## config.mk

```make
export PLATFORM = sky130hd
export DESIGN_NAME = i2c_mem_slave
export DESIGN_NICKNAME = d
export VERILOG_FILES = /design/src/rtl/i2c_mem_pkg.sv /design/src/rtl/i2c_line_sync.sv /design/src/rtl/i2c_addr_ctr.sv /design/src/rtl/i2c_mem_engine.sv /design/src/rtl/i2c_mem_slave.sv
export SDC_FILE = /design/constraint.sdc
export NUM_CORES = 1
export LEC_CHECK = 0
export BUFFER_PORTS_ARGS = -buffer_cell sky130_fd_sc_hd__buf_2
export CORE_MARGIN = 2
export CORE_UTILIZATION = 51
export DETAILED_ROUTE_END_ITERATION = 7
export PLACE_DENSITY = 0.75
export SLEW_MARGIN = 20
export SYNTH_ARGS = -nofsm -noshare
export SYNTH_HDL_FRONTEND = slang
export SYNTH_HIERARCHICAL = 1
export SYNTH_SLANG_ARGS = --single-unit
```

## constraint.sdc

```tcl
create_clock -name clk_i -period 2.6 [get_ports clk_i]
set_input_delay 0.13 -clock clk_i [delete_from_list [all_inputs] [get_ports clk_i]]
set_output_delay 0.13 -clock clk_i [all_outputs]
set_load 0.01 [all_outputs]
```

## src/rtl/i2c_mem_pkg.sv

```systemverilog
package i2c_mem_pkg;
  typedef enum logic [2:0] {
    ST_IDLE, ST_DEV, ST_AHI, ST_ALO, ST_WDAT, ST_RDAT, ST_SKIP
  } eng_state_e;

  localparam logic [3:0] DEV_TYPE = 4'b1010;
  localparam int unsigned BIT_W = 4;
endpackage

```

## src/rtl/i2c_line_sync.sv

```systemverilog
module i2c_line_sync #(
  parameter int unsigned STAGES = 2
) (
  input  logic clk_i,
  input  logic rst_ni,
  input  logic scl_i,
  input  logic sda_i,
  output logic sda_o,
  output logic scl_rise_o,
  output logic scl_fall_o,
  output logic start_o,
  output logic stop_o
);
  logic [STAGES-1:0] scl_ff, sda_ff;
  logic scl_q, sda_q, scl_s;

  always_ff @(posedge clk_i or negedge rst_ni) begin
    if (!rst_ni) begin
      scl_ff <= '1;
      sda_ff <= '1;
      scl_q  <= 1'b1;
      sda_q  <= 1'b1;
    end else begin
      scl_ff <= {scl_ff[STAGES-2:0], scl_i};
      sda_ff <= {sda_ff[STAGES-2:0], sda_i};
      scl_q  <= scl_ff[STAGES-1];
      sda_q  <= sda_ff[STAGES-1];
    end
  end

  assign scl_s      = scl_ff[STAGES-1];
  assign sda_o      = sda_ff[STAGES-1];
  assign scl_rise_o = scl_s & ~scl_q;
  assign scl_fall_o = ~scl_s & scl_q;
  // SDA edge while SCL held high on both samples
  assign start_o    = scl_s & scl_q & sda_q & ~sda_o;
  assign stop_o     = scl_s & scl_q & ~sda_q & sda_o;
endmodule

```

## src/rtl/i2c_addr_ctr.sv

```systemverilog
module i2c_addr_ctr #(
  parameter int unsigned ADDR_W = 14
) (
  input  logic              clk_i,
  input  logic              rst_ni,
  input  logic              load_i,
  input  logic [ADDR_W-1:0] load_val_i,
  input  logic              inc_i,
  output logic [ADDR_W-1:0] cnt_o
);
  always_ff @(posedge clk_i or negedge rst_ni) begin
    if (!rst_ni)     cnt_o <= '0;
    else if (load_i) cnt_o <= load_val_i;
    else if (inc_i)  cnt_o <= cnt_o + 1'b1; // natural wrap at array top
  end
endmodule

```

## src/rtl/i2c_mem_engine.sv

```systemverilog
module i2c_mem_engine
  import i2c_mem_pkg::*;
#(
  parameter int unsigned ADDR_W = 14
) (
  input  logic              clk_i,
  input  logic              rst_ni,
  input  logic              sda_i,
  input  logic              scl_rise_i,
  input  logic              scl_fall_i,
  input  logic              start_i,
  input  logic              stop_i,
  input  logic              busy_i,
  input  logic [7:0]        mem_rdata_i,
  output logic              sda_oe_o,
  output logic              ctr_load_o,
  output logic [ADDR_W-1:0] ctr_val_o,
  output logic              ctr_inc_o,
  output logic              mem_we_o,
  output logic [7:0]        mem_wdata_o
);
  localparam int unsigned HI_W = ADDR_W - 8;

  eng_state_e       state_q;
  logic [BIT_W-1:0] bit_q;
  logic [7:0]       shift_q, tx_q;
  logic [HI_W-1:0]  hi_q;
  logic             ack_q, oe_q;
  logic             last_bit, ack_rise, dev_match, rx_state;
  logic [2:0]       tx_idx;

  assign last_bit  = (bit_q == BIT_W'(8));
  assign ack_rise  = scl_rise_i & last_bit & ~start_i & ~stop_i;
  assign dev_match = (shift_q[7:4] == DEV_TYPE) & ~busy_i;
  assign rx_state  = (state_q == ST_AHI) | (state_q == ST_ALO) | (state_q == ST_WDAT);
  assign tx_idx    = 3'(BIT_W'(7) - bit_q);

  always_ff @(posedge clk_i or negedge rst_ni) begin
    if (!rst_ni) begin
      state_q <= ST_IDLE;
      bit_q   <= '0;
      shift_q <= '0;
      tx_q    <= '0;
      hi_q    <= '0;
      ack_q   <= 1'b0;
      oe_q    <= 1'b0;
    end else if (start_i) begin
      state_q <= ST_DEV;
      bit_q   <= '0;
      ack_q   <= 1'b0;
      oe_q    <= 1'b0;
    end else if (stop_i) begin
      state_q <= ST_IDLE;
      bit_q   <= '0;
      ack_q   <= 1'b0;
      oe_q    <= 1'b0;
    end else if (scl_rise_i && state_q != ST_IDLE && state_q != ST_SKIP) begin
      if (!last_bit) begin
        shift_q <= {shift_q[6:0], sda_i};
        bit_q   <= bit_q + 1'b1;
      end else begin
        bit_q <= '0;
        unique case (state_q)
          ST_DEV: begin
            if (!ack_q) state_q <= ST_SKIP;
            else if (shift_q[0]) begin
              state_q <= ST_RDAT;
              tx_q    <= mem_rdata_i;
            end else state_q <= ST_AHI;
          end
          ST_AHI: begin
            hi_q    <= shift_q[HI_W-1:0];
            state_q <= ST_ALO;
          end
          ST_ALO: state_q <= ST_WDAT;
          ST_RDAT: begin
            if (sda_i) state_q <= ST_SKIP; // master NACK
            else       tx_q    <= mem_rdata_i;
          end
          default: ;
        endcase
      end
    end else if (scl_fall_i) begin
      if (last_bit) begin
        ack_q <= (state_q == ST_DEV) ? dev_match : rx_state;
        oe_q  <= (state_q == ST_DEV) ? dev_match : rx_state;
      end else if (state_q == ST_RDAT) begin
        oe_q <= ~tx_q[tx_idx];
      end else begin
        oe_q <= 1'b0;
      end
    end
  end

  assign sda_oe_o    = oe_q;
  assign ctr_load_o  = ack_rise & (state_q == ST_ALO);
  assign ctr_val_o   = {hi_q, shift_q};
  assign mem_we_o    = ack_rise & (state_q == ST_WDAT);
  assign mem_wdata_o = shift_q;
  assign ctr_inc_o   = mem_we_o
                     | (ack_rise & (state_q == ST_DEV) & ack_q & shift_q[0])
                     | (ack_rise & (state_q == ST_RDAT) & ~sda_i);
endmodule

```

## src/rtl/i2c_mem_slave.sv

```systemverilog
module i2c_mem_slave #(
  parameter int unsigned ADDR_W      = 14,
  parameter int unsigned SYNC_STAGES = 2
) (
  input  logic              clk_i,
  input  logic              rst_ni,
  input  logic              scl_i,
  input  logic              sda_i,
  input  logic              busy_i,
  output logic              sda_oe_o,
  output logic [ADDR_W-1:0] mem_addr_o,
  output logic              mem_we_o,
  output logic [7:0]        mem_wdata_o,
  input  logic [7:0]        mem_rdata_i
);
  logic sda_s, scl_rise, scl_fall, start_det, stop_det;
  logic ctr_load, ctr_inc;
  logic [ADDR_W-1:0] ctr_val;

  i2c_line_sync #(.STAGES(SYNC_STAGES)) u_sync (
    .clk_i, .rst_ni, .scl_i, .sda_i,
    .sda_o      (sda_s),
    .scl_rise_o (scl_rise),
    .scl_fall_o (scl_fall),
    .start_o    (start_det),
    .stop_o     (stop_det)
  );

  i2c_mem_engine #(.ADDR_W(ADDR_W)) u_eng (
    .clk_i, .rst_ni,
    .sda_i       (sda_s),
    .scl_rise_i  (scl_rise),
    .scl_fall_i  (scl_fall),
    .start_i     (start_det),
    .stop_i      (stop_det),
    .busy_i,
    .mem_rdata_i,
    .sda_oe_o,
    .ctr_load_o  (ctr_load),
    .ctr_val_o   (ctr_val),
    .ctr_inc_o   (ctr_inc),
    .mem_we_o,
    .mem_wdata_o
  );

  i2c_addr_ctr #(.ADDR_W(ADDR_W)) u_ctr (
    .clk_i, .rst_ni,
    .load_i     (ctr_load),
    .load_val_i (ctr_val),
    .inc_i      (ctr_inc),
    .cnt_o      (mem_addr_o)
  );
endmodule

```

* After elaboration in Yosys (flattened, before gate mapping)
Index checks and enable logic that the tools add are counted.
** Storage, ports and cells
- Memories kept :: 0
- Bits in registers :: 51
- Latch bits :: 0
- Memory bits (writable) :: 0
- Logic and storage cells :: 107
- ROM bits :: 0
** Operators by class
- $mul :: 0
- Shift-type cells :: 0
- Equality and inequality tests :: 13
- Bitwise gates (word level) :: 31
- Mux-type cells :: 32
- $add $sub $neg :: 3
- Reduce and logical (&&, ||, !) cells :: 15
- Order comparisons :: 1
- Div/mod/pow operators :: 0
** Operator list (count)
- $mux 14 :: 2
- $mux 8 :: 3
- $mux 3 :: 7
- $and 1x1->1 :: 18
- $mux 4 :: 4
- $pmux 8 s2 :: 1
- $add 14x1->14 const B :: 1
- $mux 1 :: 13
- $pmux 3 s4 :: 1
- $reduce_bool 3->1 :: 4
- $not 1->1 :: 9
- $eq 4x4->1 const B :: 2
- $reduce_and 4->1 :: 2
- $reduce_and 8->1 :: 1
- $eq 3x2->1 const B :: 2
- $eq 3x3->1 const B :: 2
- $reduce_bool 6->1 :: 1
- $reduce_and 5->1 :: 1
- $add 4x1->4 const B :: 1
- $lt 3x4->1 const B :: 1
- $ne 2x1->1 const B :: 2
- $ne 4x2->1 const B :: 1
- $or 1x1->1 :: 4
- $reduce_bool 2->1 :: 2
- other kinds (9) :: 10

* Logic depth before layout (Yosys ltp)
- Depth in word-level cells :: 13
- Mapped depth :: 11

* Hierarchy
Netlist, hierarchy kept.
** By module, submodules not included
- i2c_mem_engine :: area each 1617.8 um^2, seq. area each 775.7 um^2, instances 1, cells an instance 139
- i2c_addr_ctr :: area each 843.3 um^2, seq. area each 350.3 um^2, instances 1, cells an instance 88
- i2c_line_sync :: area each 190.2 um^2, seq. area each 157.7 um^2, instances 1, cells an instance 10

* Worst setup path after synthesis
No wires, ideal clock.
- Path kind :: reg-to-reg
- Start :: register u_sync.sda_ff[1]
- End :: register u_ctr.cnt_o[9]
- Clock period less this slack :: 2619 ps
- Required time :: 2476 ps
- Stages on the path, launching flop included :: 10
- Path buffers :: 2
- Slack :: -19 ps
- Arrival :: 2495 ps
- Path through :: dfstp_2 > and4b_1 > nor2_4 > nand3_2 > a2111oi_0 > buf_6 > nand4_2 > buf_6 > o31a_1 > o31a_1
** On the way
- Longest elaborated chain between the ends :: 11
** RTL lines
- from (decl) :: RTL line i2c_line_sync.sv:14 : logic [STAGES-1:0] scl_ff, sda_ff;
- from (signal assigned) :: RTL line i2c_line_sync.sv:25 : sda_ff <= {sda_ff[STAGES-2:0], sda_i};
- $not 1->1 (*) :: RTL line i2c_line_sync.sv:36 : assign start_o = scl_s & scl_q & sda_q & ~sda_o;
- $and 1x1->1 (*) :: RTL line i2c_line_sync.sv:36
- via start_det :: RTL line i2c_mem_slave.sv:16 : logic sda_s, scl_rise, scl_fall, start_det, stop_det;
- $not 1->1 (no source line) (*)
- $and 1x1->1 (*) (2 in series) :: RTL line i2c_mem_engine.sv:33 : assign ack_rise = scl_rise_i & last_bit & ~start_i & ~stop_i;
- $and 1x1->1 (3 in series) :: RTL line i2c_mem_engine.sv:101 : | (ack_rise & (state_q == ST_DEV) & ack_q & shift_q[0])
- $or 1x1->1 :: RTL line i2c_mem_engine.sv:101
- $or 1x1->1 (*) :: RTL line i2c_mem_engine.sv:102 : | (ack_rise & (state_q == ST_RDAT) & ~sda_i);
- via ctr_inc :: RTL line i2c_mem_slave.sv:17 : logic ctr_load, ctr_inc;
- $reduce_bool 2->1 (no source line) (*)
- to (signal assigned) :: RTL line i2c_addr_ctr.sv:13 : else if (load_i) cnt_o <= load_val_i;
- to (signal assigned) :: RTL line i2c_addr_ctr.sv:14 : else if (inc_i) cnt_o <= cnt_o + 1'b1;
- to (decl) :: RTL line i2c_addr_ctr.sv:9 : output logic [ADDR_W-1:0] cnt_o
Mark *: on every way through the listed nets, which the timed path passes. The rest lies on a longest branch.
A chain may end at the register's enable or synchronous reset.

* Worst setup path after layout
- Start :: register u_sync.sda_ff[1]
- End :: register u_ctr.cnt_o[12]
The elaborated chain is that of the path after synthesis.

==> results.txt <==
The number of levels the H-tree was split into is 2. The count of inserted antenna diode cells was 0. The share of total power in combinational logic was 18.9%; the length in cells of the worst reg-to-reg path was 8.

In this run the critical register-to-register path is captured at u_ctr/cnt_o[12]. After detailed placement, the design holds a cell count of 341. Of the total power, registers draw 54.2%. The number of global-route vias before repair came out at 1906. The synthesized area is 2650 µm², and the standard cell core area is 5070 µm². The die outline width is 76.1 µm, and the share of the synthesized area in the top cell type is 42.5%.

Global routing used 18.8% of the available tracks across all layers. The number of nets in the synthesized netlist is 253. The flow ran to the end, and the final reports show no timing, DRC or antenna violations. For the count of cell types in the netlist, the log shows 54. The critical path in this run is classified as register to register.

The tools report the cell chosen for the clock root as sky130_fd_sc_hd__clkbuf_8. The post-detailed-route count of antenna-violating nets was 0. Traced cell by cell, the critical path runs through and4b_1 > nor2_4 > nand3_4 > a2111oi_4 > buf_4 > nand4_2 > o31a_1 > o31a_1. No sink is reached through more buffers than the 2 on the longest clock path.

The height of the die was 76.1 µm; the global route total overflow was 0. For the leakage power of the design, the log shows 1.43 nW. Derived from the worst setup path, the maximum achievable clock frequency is 407 MHz. The area enclosed by the die boundary was 5790 µm². The delay of the slowest critical-path stage works out to 540 ps. STA classifies the critical path startpoint as a register. For this run, the detailed router's first-pass iteration total came to 4.

TritonCTS built the clock tree. For the clock latency on the worst-skew pair, the log shows 310 ps. The switching fraction of total power works out to 29.3%. Setup repair after global routing could not meet its margin everywhere. The tools report the critical path arrival as 2650 ps. The mean routed wirelength per cell is 14.6 µm, and the total clock sinks is 51. The post-synthesis register bit count is 51, and the post-detailed-route DRC marker count is 0.

The critical-path maximum fanout is 7, and the fraction of final layout cells sized beyond drive strength 1 is 36.1%. Synthesis produced 237 cells. Clock-pin slew was measured on the worst setup and hold paths at 90 ps. The logs give 52.2% for the effective utilization at floorplan and 59.3% for the remaining max-slew budget at the tightest pin.

In the synthesized netlist the async set-or-reset flop fraction comes to 100%. The number of hold-slack violations in the final timing report was 0; the required time at the endpoint of the critical path was 2790 ps. The tools report the final count of pins violating max slew as 0.

The source of the worst hold timing path is mem_rdata_i[6]. At the end of the flow, the number of nets in the layout was 300. The via count is 1996.

Ranked by total cell area, the synthesized netlist is headed by sky130_fd_sc_hd__dfrtp_1 42%, sky130_fd_sc_hd__mux2_2 9.8%, sky130_fd_sc_hd__dfstp_2 5.9%. Counting the buffers created by CTS gives 5. The count of buffers inserted at the top-level ports is 36, and the final design utilization is 61.0%.

The setup check on the worst reg-to-reg path leaves a slack of 140 ps. Setup violations remaining at the end of the flow were counted as 0. Entering global routing, the biggest net connects 47 pins. The post-route clock period utilization is 94.6%. At the end of routability-driven placement, the weighted congestion stood at 0.884.

Across the run, the number of max-cap violations was 0. The tools report the met3 routed wirelength as 197 µm. The classification of the worst-slack hold path is primary input to register. The power per standard cell area was 572 nW/µm². Total buffers and inverters traversed by the critical path: 1. The growth of design area from synthesis to finish is 16.8%, and the overall routed net length is 5200 µm. After synthesis, flip-flops and latches occupy 48.4% of the total area.

Leading area contributor after synthesis: sky130_fd_sc_hd__dfrtp_1. The tools report the worst flop-to-flop path startpoint as u_sync/sda_ff[1]. For this design the total switching power over the nets is 518 µW. At the pin with the least slew margin, the transition time is 606 ps. Number of top-level pins: 37. The commonest register cell after synthesis was sky130_fd_sc_hd__dfrtp_1. The tools report the post-detailed-placement half-perimeter wirelength as 3610 µm. The cell count of the worst hold path is 2, and the power share of the clock group is 26.9%.

During synthesis, Yosys emitted a total of 6 warnings. IR analysis of the VDD net gives a maximum drop of 0.000338 V. The kind of cell with the highest combined delay along the critical path is compound AO/OA/AOI/OAI gates. The number of flops mapped to enable cells by yosys works out to 0.

The final worst clock skew came out at 15.0 ps. The post-layout minimum cycle time works out to 2460 ps. Cell with the largest stage delay on the worst path: sky130_fd_sc_hd__dfstp_2.

In the final routing, the length of wire on met1 measures 2390 µm. Dividing the detail-routed via count by the number of cells gives 5.62. The mean instance size in the synthesized netlist was 11.2 µm².

The routed design uses 2560 µm of met2 wire. The first-pass GRT wire length came out at 8810 µm. The run gives 26 as the count of standard-cell rows. The first routing iteration left 112 violations. The run gives 0 as the initial antenna violation count. After the flow finishes, the layout carries non-filler instances totaling 355. The worst hold path terminates at u_eng/tx_q[6]. The worst setup path is captured at a register. After detailed routing, no signal wire sits above met4. Cell internal power was estimated by the tool at 1.25 mW. In this design, the critical path's most frequently occurring cell is sky130_fd_sc_hd__o31a_1.
==> cells in the final DEF, fill, tap and decap left out, drive strengths merged, types with 4 or more instances in the layout <==
master   n
buf     53
dfrtp   45
mux2    23
nand2   22
o21ai   15
nand3    9
o31a     7
a21oi    7
clkbuf   7
nand4    7
nor2     7
dfstp    6
nor2b    5
inv      5
xor2     4
mux2i    4
nand2b   4
o211ai   4
a31oi    4
nor4     4
==> routing by layer <==
layer	up-vias	global-route usage, %
met5	-	0
met4	0	6.00
met3	6	2.96
met2	47	30.2
met1	974	26.3
li1	969	-
==> logic make-up after synthesis <==
| family | synth area share [%] |
|---|---|
| AND/OR/NAND/NOR | 17.8 |
| XOR/XNOR | 1.98 |
| multiplexers | 13.0 |
| flip-flops | 48.4 |
| AO/OA/AOI/OAI | 12.4 |
| buffers and inverters | 5.00 |
| adder cells (fa/ha/maj) | 1.42 |
==> through the flow <==
stage               TNS (ps)  hold WS (ps)  cell area (µm²)  power (mW)  worst slack (ps)
finish                     0          52.6             3100        1.77               142
global route           -13.0          50.1             3100        1.87             -9.37
CTS                        0          23.1             3030        1.77              49.8
detailed placement         0           237             2910        1.29              89.9
global placement           0           235             2910        1.28               107
floorplan                  0          -166             2650        1.20              23.5
==> final cells by class <==
type                    instances  area (µm²)
well taps                      70        87.6
fillers                       436        1980
flip-flops and latches         51        1280
inverters                       5        18.8
repair buffers                 56         344
multi-input cells             165        1270
clock buffers                   7        86.3
clock inverters                 1        8.76
==> worst max path at each step <==
stage,cells past startpoint,slack (ps),startpoint,end
after floorplan,9,20,u_sync/sda_ff[1],u_ctr/cnt_o[9]
final,8,140,u_sync/sda_ff[1],u_ctr/cnt_o[12]
after CTS,10,50,u_sync/sda_ff[1],u_ctr/cnt_o[13]
after detailed placement,9,90,u_sync/sda_ff[1],u_ctr/cnt_o[10]
after global placement,9,110,u_sync/sda_ff[1],u_ctr/cnt_o[10]
after global routing,11,-9,u_eng/bit_q[1],u_ctr/cnt_o[7]
==> Yosys cell counts (3+ instances only) <==
master                     number
sky130_fd_sc_hd__buf_2          4
sky130_fd_sc_hd__xor2_1         4
sky130_fd_sc_hd__or2_2          3
sky130_fd_sc_hd__nor2_1         5
sky130_fd_sc_hd__a21oi_1        7
sky130_fd_sc_hd__nor4_1         3
sky130_fd_sc_hd__or3_1          3
sky130_fd_sc_hd__o31a_1         7
sky130_fd_sc_hd__nand3_1        8
sky130_fd_sc_hd__or4_1          3
sky130_fd_sc_hd__mux2i_1        4
sky130_fd_sc_hd__nand2b_1       4
sky130_fd_sc_hd__dfstp_2        6
sky130_fd_sc_hd__nor2b_1        5
sky130_fd_sc_hd__o21ai_0       14
sky130_fd_sc_hd__buf_4          9
sky130_fd_sc_hd__nand4_1        5
sky130_fd_sc_hd__ha_1           3
sky130_fd_sc_hd__mux2_2        23
sky130_fd_sc_hd__dfrtp_1       45
sky130_fd_sc_hd__o211ai_1       4
sky130_fd_sc_hd__a31oi_1        4
sky130_fd_sc_hd__nand2_1       21
sky130_fd_sc_hd__inv_1          5
==> state kept, by name (all words and copies together) (netlist names) <==
register	flops
u_ctr/cnt_o	14
u_eng/mem_wdata_o	8
u_eng/tx_q	8
u_eng/hi_q	6
u_eng/bit_q	4
u_eng/state_q	3
u_sync/scl_ff	2
u_sync/sda_ff	2
u_eng/ack_q	1
u_eng/sda_oe_o	1
u_sync/scl_q	1
u_sync/sda_q	1
==> repair_timing <==
item                                    in CTS  in global routing
endpoints found under the setup margin       0                  9
resized for setup                            0                  5
hold buffers                                 2                  1
endpoints found under the hold margin        2                 45
setup buffers                                0                  3
==> power by group through the flow <==
stage | combinational, mW | sequential (mW) | clock [mW]
after CTS | 0.316 | 0.959 | 0.492
after global placement | 0.308 | 0.971 | 0
final | 0.335 | 0.958 | 0.476
after detailed placement | 0.312 | 0.975 | 0
after global routing | 0.371 | 0.974 | 0.520
after floorplan | 0.243 | 0.958 | 0
No activity file was read; power rests on OpenSTA's default activity.
